--- src/rtl/extint_ctrl.sv ---
module extint_ctrl #(
  parameter int N_PINS = 8,
  parameter int DATA_W = 8,
  parameter int ADDR_W = 8,
  parameter logic [ADDR_W-1:0] BASE_ADDR = 'hAC
) (
  input  logic              clk,
  input  logic              rst_n,
  input  logic [N_PINS-1:0] pin_i,
  input  logic [N_PINS-1:0] ack_i,
  input  logic              bus_wr,
  input  logic [ADDR_W-1:0] bus_addr,
  input  logic [DATA_W-1:0] bus_wdata,
  output logic [DATA_W-1:0] bus_rdata,
  output logic [N_PINS-1:0] irq_o
);

  localparam logic [ADDR_W-1:0] A_FLAG = BASE_ADDR;
  localparam logic [ADDR_W-1:0] A_MODE = BASE_ADDR + ADDR_W'(1);
  localparam logic [ADDR_W-1:0] A_POL  = BASE_ADDR + ADDR_W'(2);
  localparam logic [ADDR_W-1:0] A_EN   = BASE_ADDR + ADDR_W'(3);

  logic [N_PINS-1:0] sync1, sync2, sync3;
  logic [N_PINS-1:0] flag_q, mode_q, pol_q, en_q;
  logic [N_PINS-1:0] hit, clr;

  wire wr_flag = bus_wr && (bus_addr == A_FLAG);
  wire wr_mode = bus_wr && (bus_addr == A_MODE);
  wire wr_pol  = bus_wr && (bus_addr == A_POL);
  wire wr_en   = bus_wr && (bus_addr == A_EN);

  always_ff @(posedge clk or negedge rst_n) begin
    if (!rst_n) begin
      sync1 <= '0;
      sync2 <= '0;
      sync3 <= '0;
    end else begin
      sync1 <= pin_i;
      sync2 <= sync1;
      sync3 <= sync2;
    end
  end

  for (genvar i = 0; i < N_PINS; i++) begin : g_pin
    logic rise_w, fall_w, lvl_w;
    assign rise_w = sync2[i] & ~sync3[i];
    assign fall_w = ~sync2[i] & sync3[i];
    assign lvl_w  = ~(sync2[i] ^ pol_q[i]);
    assign hit[i] = mode_q[i] ? (pol_q[i] ? rise_w : fall_w) : lvl_w;
  end

  assign clr = ack_i | ({N_PINS{wr_flag}} & ~bus_wdata[N_PINS-1:0]);

  always_ff @(posedge clk or negedge rst_n) begin
    if (!rst_n) begin
      flag_q <= '0;
      mode_q <= '0;
      pol_q  <= '0;
      en_q   <= '0;
    end else begin
      flag_q <= (flag_q & ~clr) | hit;
      if (wr_mode) mode_q <= bus_wdata[N_PINS-1:0];
      if (wr_pol)  pol_q  <= bus_wdata[N_PINS-1:0];
      if (wr_en)   en_q   <= bus_wdata[N_PINS-1:0];
    end
  end

  always_comb begin
    bus_rdata = '0;
    case (bus_addr)
      A_FLAG:  bus_rdata[N_PINS-1:0] = flag_q;
      A_MODE:  bus_rdata[N_PINS-1:0] = mode_q;
      A_POL:   bus_rdata[N_PINS-1:0] = pol_q;
      A_EN:    bus_rdata[N_PINS-1:0] = en_q;
      default: bus_rdata = '0;
    endcase
  end

  assign irq_o = flag_q & en_q;

endmodule

--- config.mk ---
export PLATFORM = sky130hd
export DESIGN_NAME = extint_ctrl
export DESIGN_NICKNAME = d
export VERILOG_FILES = /design/src/rtl/extint_ctrl.sv
export SDC_FILE = /design/constraint.sdc
export NUM_CORES = 1
export LEC_CHECK = 0
export BUFFER_PORTS_ARGS = -buffer_cell sky130_fd_sc_hd__buf_4
export CAP_MARGIN = 20
export CORE_MARGIN = 5
export CORE_UTILIZATION = 58
export CTS_CLUSTER_SIZE = 10
export DETAILED_ROUTE_END_ITERATION = 10
export PLACE_DENSITY = 0.87
export SETUP_SLACK_MARGIN = 0.02
export SYNTH_ARGS = -nofsm -noshare
export SYNTH_HDL_FRONTEND = slang
export SYNTH_SLANG_ARGS = --single-unit
--- constraint.sdc ---
create_clock -name clk -period 4.5 [get_ports clk]
set_input_delay 0.9 -clock clk [delete_from_list [all_inputs] [get_ports clk]]
set_output_delay 0.9 -clock clk [all_outputs]
set_load 0.1 [all_outputs]
# Yosys cells after proc, flatten, opt, wreduce, memory -nomap -nowiden
# Index checks and enable logic that the tools add are counted.
[classes]
bitwise = 55
muxes = 17
eq_ne = 4
n_reduce_logical = 4
[ops]
columns = ["cell", "count"]
rows = [
  ["$eq A8 B8 Y1 const B", 4],
  ["$pmux W8 S4", 1],
  ["$and A8 B8 Y8", 3],
  ["$not A1 Y1", 24],
  ["$and A1 B1 Y1", 16],
  ["$mux W1", 16],
  ["$not A8 Y8", 2],
  ["$or A8 B8 Y8", 2],
  ["$xor A1 B1 Y1", 8],
  ["$logic_and A1 B1 Y1", 4],
]
[word_totals]
out_inout_bits = 16
wordCells = 87
reg_bits = 56
inputBits = 35

# Logic depth before layout (Yosys ltp)
[depth]
word_depth = 7
mapped_depth = 6
mapped_depth_nobuf = 3

# Least setup slack after synthesis
# No wires, ideal clock.
[synth_path]
kind = "in2out"
startpoint = "in bus_addr[0]"
endpoint = "out bus_rdata[5]"
path_slack_ns = 0.654
arrival_ns = 2.946
path_buffers = 2
required_ns = 3.600
path_stages = 4
cell_sequence = "buf_4 > buf_1 > mux4_2 > nor2b_1"
[synth_between]
elab_chain_cells = 2
elab_cells_between_ends = 5
classes_between = "eq/ne: 4; mux: 1"
[synth_rtl]
columns = ["element", "line_no", "rtl"]
rows = [
  ["start, declared", "12", "input logic [ADDR_W-1:0] bus_addr,"],
  ["$eq A8 B8 Y1", "70", "case (bus_addr)"],
  ["$pmux W8 S4 *", "70", ""],
  ["end, declared", "14", "output logic [DATA_W-1:0] bus_rdata,"],
]
# Mark *: on every way between the ends. The rest lies on a longest branch, timed or not.

# Worst setup path after layout
[layout_path]
startpoint = "in bus_addr[6]"
endpoint = "out bus_rdata[4]"
# Same word-level chain as after synthesis.

==> results.md <==
* Outcome: finished, final reports clean
* Pre-CTS WS at about 1.3 ns
* Worst-path fanout max at 12
* Top cells by area in the synthesized netlist: dfrtp_1 (55%), mux2_2 (7.1%), mux4_2 (7.1%), mux2_4 (4.7%), nand2b_1 (4.2%)
* Tot Pwr at 940 uW
* R2r worst-path depth at 3
* #FFs+latches synth at 56
* Post-CTS Resized at 0
* Sequential Area at between 1000 and 1500 um2
* Worst hold slack at roughly 0.35 ns
* # IOs at 51
* Die width at between 70 and 80 um
* Async SR Flop Fraction at 1.00
* Clock transition at path regs at 0.09 ns
* Final worst slack at ~1.3 ns
* Syn Nets at about 220
* Die area at between 5000 and 6000 um2
* Post-route setup TNS at 0 ns
* Mapped cell area at 2530 um2
* Syn Inst Count at approximately 190
* Rel. slew slack at 0.550
* Count leader, synth: dfrtp_1
* Top_reg_cell synth: dfrtp_1
* Peak Freq at 0.314 GHz
* Die Y at 76.1 um
* Actual slew at the worst max-slew pin at 0.675 ns
* Area growth syn-to-layout at 18.2%
* H-tree depth at 2
* Netlist cell types at 24
* Post-synth top area cell: dfrtp_1
* DRC at 0
* Timing endpoint of the critical path: bus_rdata[4]
* Pwr Density at approximately 310 nW/um2
* TritonRoute pass-1 iters at 4
* Routed WL per cell at ~17 um
* CTS tree: done
* Clock Latency Late Sink at 0.30 ns
* Crit end category: primary output
* Post-synth top area share at 0.553
* CP Launch Point: bus_addr[6]
* Mean Syn Cell Area at 13.6 um2
* Sequential area share after synthesis at 0.553
* Largest net degree at the start of global routing at 57
* Critical path class: input pin to primary output
* Vias in the first global route at between 1500 and 2000
* RSZ-0062 raised after global routing: false
* Fill count at 306
* Synth cell count leaders: dfrtp_1 (56), nand2b_1 (17), mux2_2 (16), nor2_1 (16)
* Critical R2R Capture: flag_q[4]
* Post-synth EDFFs at 0
* Reg2reg start: pol_q[4]
* Placed wire-length estimate at ~3500 um
* Final worst path period need at about 3.2 ns
* MaxCap Viol Count at 0
* Area of the multi-input gates at 1060 um2
* Site row count at 24
* CTS Root Cell: clkbuf_8
* Core area at around 4300 um2
* GRT Overall Usage at 0.182
* Layout cell share with drive strength beyond 1 at 0.391
* Setup Fix Bufs, Post-CTS at 0
* Peak VDD IR at ~220 uV
* Antenna violations before repair at 0
* Hold_buf cts at 0
* Worst Path Arrival at between 2 and 2.5 ns
* R2r setup slk at between 3 and 4 ns
* Global-route wire length before repair at between 8000 and 9000 um
* Final setup fails at 0
* Port Buffers at 50
* Critical path launch point type: input pin
* Share of the clock period used by the worst path at 0.707
* Max Buffers Root-to-Sink at 2
* Routability cong. at 0.750
* Total CTS buffers at 5
* # diodes at 0
* Slew Viols, Final at 0
* DR iter-0 viols at 123
* Total grt overflow at 0
* Post-route antenna net violation count at 0
* Hold/Removal Path Class: flip-flop to flip-flop
* Worst EP required at between 3 and 4 ns
* CTS sink cnt at 56
* Final WL at 4790 um
* Final #Nets at ~270
* Initial Util at 0.590
* Yosys warns at 0
* Leakage power at 0.00139 uW
* DR vias at between 1500 and 2000
* Final Skew at 0.00957 ns
* Via/cell ratio at ~5.6
* Final hold vios at 0
## layout make-up
type | instances | area share
clock buffers | 8 | 0.0301
inverters | 1 | 0.00125
multi-input cells | 120 | 0.354
flip-flops and latches | 56 | 0.468
well taps | 52 | 0.0217
repair buffers | 50 | 0.125
## where the power goes
part | switching, uW | internal, uW
Sequential | 17.6 | 529
Clock | 149 | 126
Combinational | 60.0 | 58.2
Total | 227 | 713
## cells by family (layout without fill, tap and decap cells)
logic type	after synthesis	count (layout)	share of synthesized area
DFF	56	56	0.553
AOI/OAI and AO/OA	24	24	0.0632
and+or+nand+nor	64	64	0.165
muxes	32	32	0.190
buffers and inverters	10	59	0.0287
## worst max-delay path, cell delays in order
cell and delay, ns:
buf_4 0.11, nand4bb_4 0.33, or2_2 0.45, nor2b_1 0.18
buf_4 0.31
## per-stage QoR
step                       util  instances  area, um2
after CTS                 0.697        287       2990
after detailed placement  0.676        279       2900
after global placement    0.676        279       2900
final                     0.697        287       2990
after floorplan               -        186       2530
after global routing      0.697        287       2990
## sequential cells by signal, indices dropped and copies added (netlist names)
signal / flops
en_q: 8
flag_q: 8
mode_q: 8
pol_q: 8
sync1: 8
sync2: 8
sync3: 8
## worst min-delay path by stage
stage / from / end / slack [ns] / cells after the start
2_1_floorplan: sync1[0] / sync2[0] / 0.33 / 0
3_5_place_dp: sync1[3] / sync2[3] / 0.34 / 0
6_report: sync1[2] / sync2[2] / 0.35 / 0
4_1_cts: sync1[3] / sync2[3] / 0.36 / 0
3_3_place_gp: sync1[2] / sync2[2] / 0.33 / 0
5_1_grt: sync1[5] / sync2[5] / 0.36 / 0
## cell usage in the layout, fill, tap and decap left out
| master | count |
|---|---|
| a21boi_0 | 8 |
| a22oi_1 | 8 |
| and2_1 | 8 |
| buf_4 | 50 |
| clkbuf_1 | 2 |
| clkbuf_8 | 6 |
| dfrtp_1 | 56 |
| inv_1 | 1 |
| mux2_2 | 16 |
| mux2_4 | 8 |
| mux4_2 | 8 |
| nand2_1 | 2 |
| nand2b_1 | 17 |
| nand4bb_4 | 1 |
| nor2_1 | 16 |
| nor2b_1 | 8 |
| nor4_4 | 1 |
| nor4b_1 | 8 |
| o21ai_0 | 8 |
| or2_2 | 1 |
| or4_1 | 1 |
| or4_4 | 1 |
## routing by layer
metal,global-route usage,vias up,part of all wire
met1,0.230,804,0.42
met5,0,-,0
met2,0.302,50,0.52
li1,-,754,-
met3,0.0579,6,0.052
met4,0.0455,0,0.0098
(Power assumes the default switching activity.)
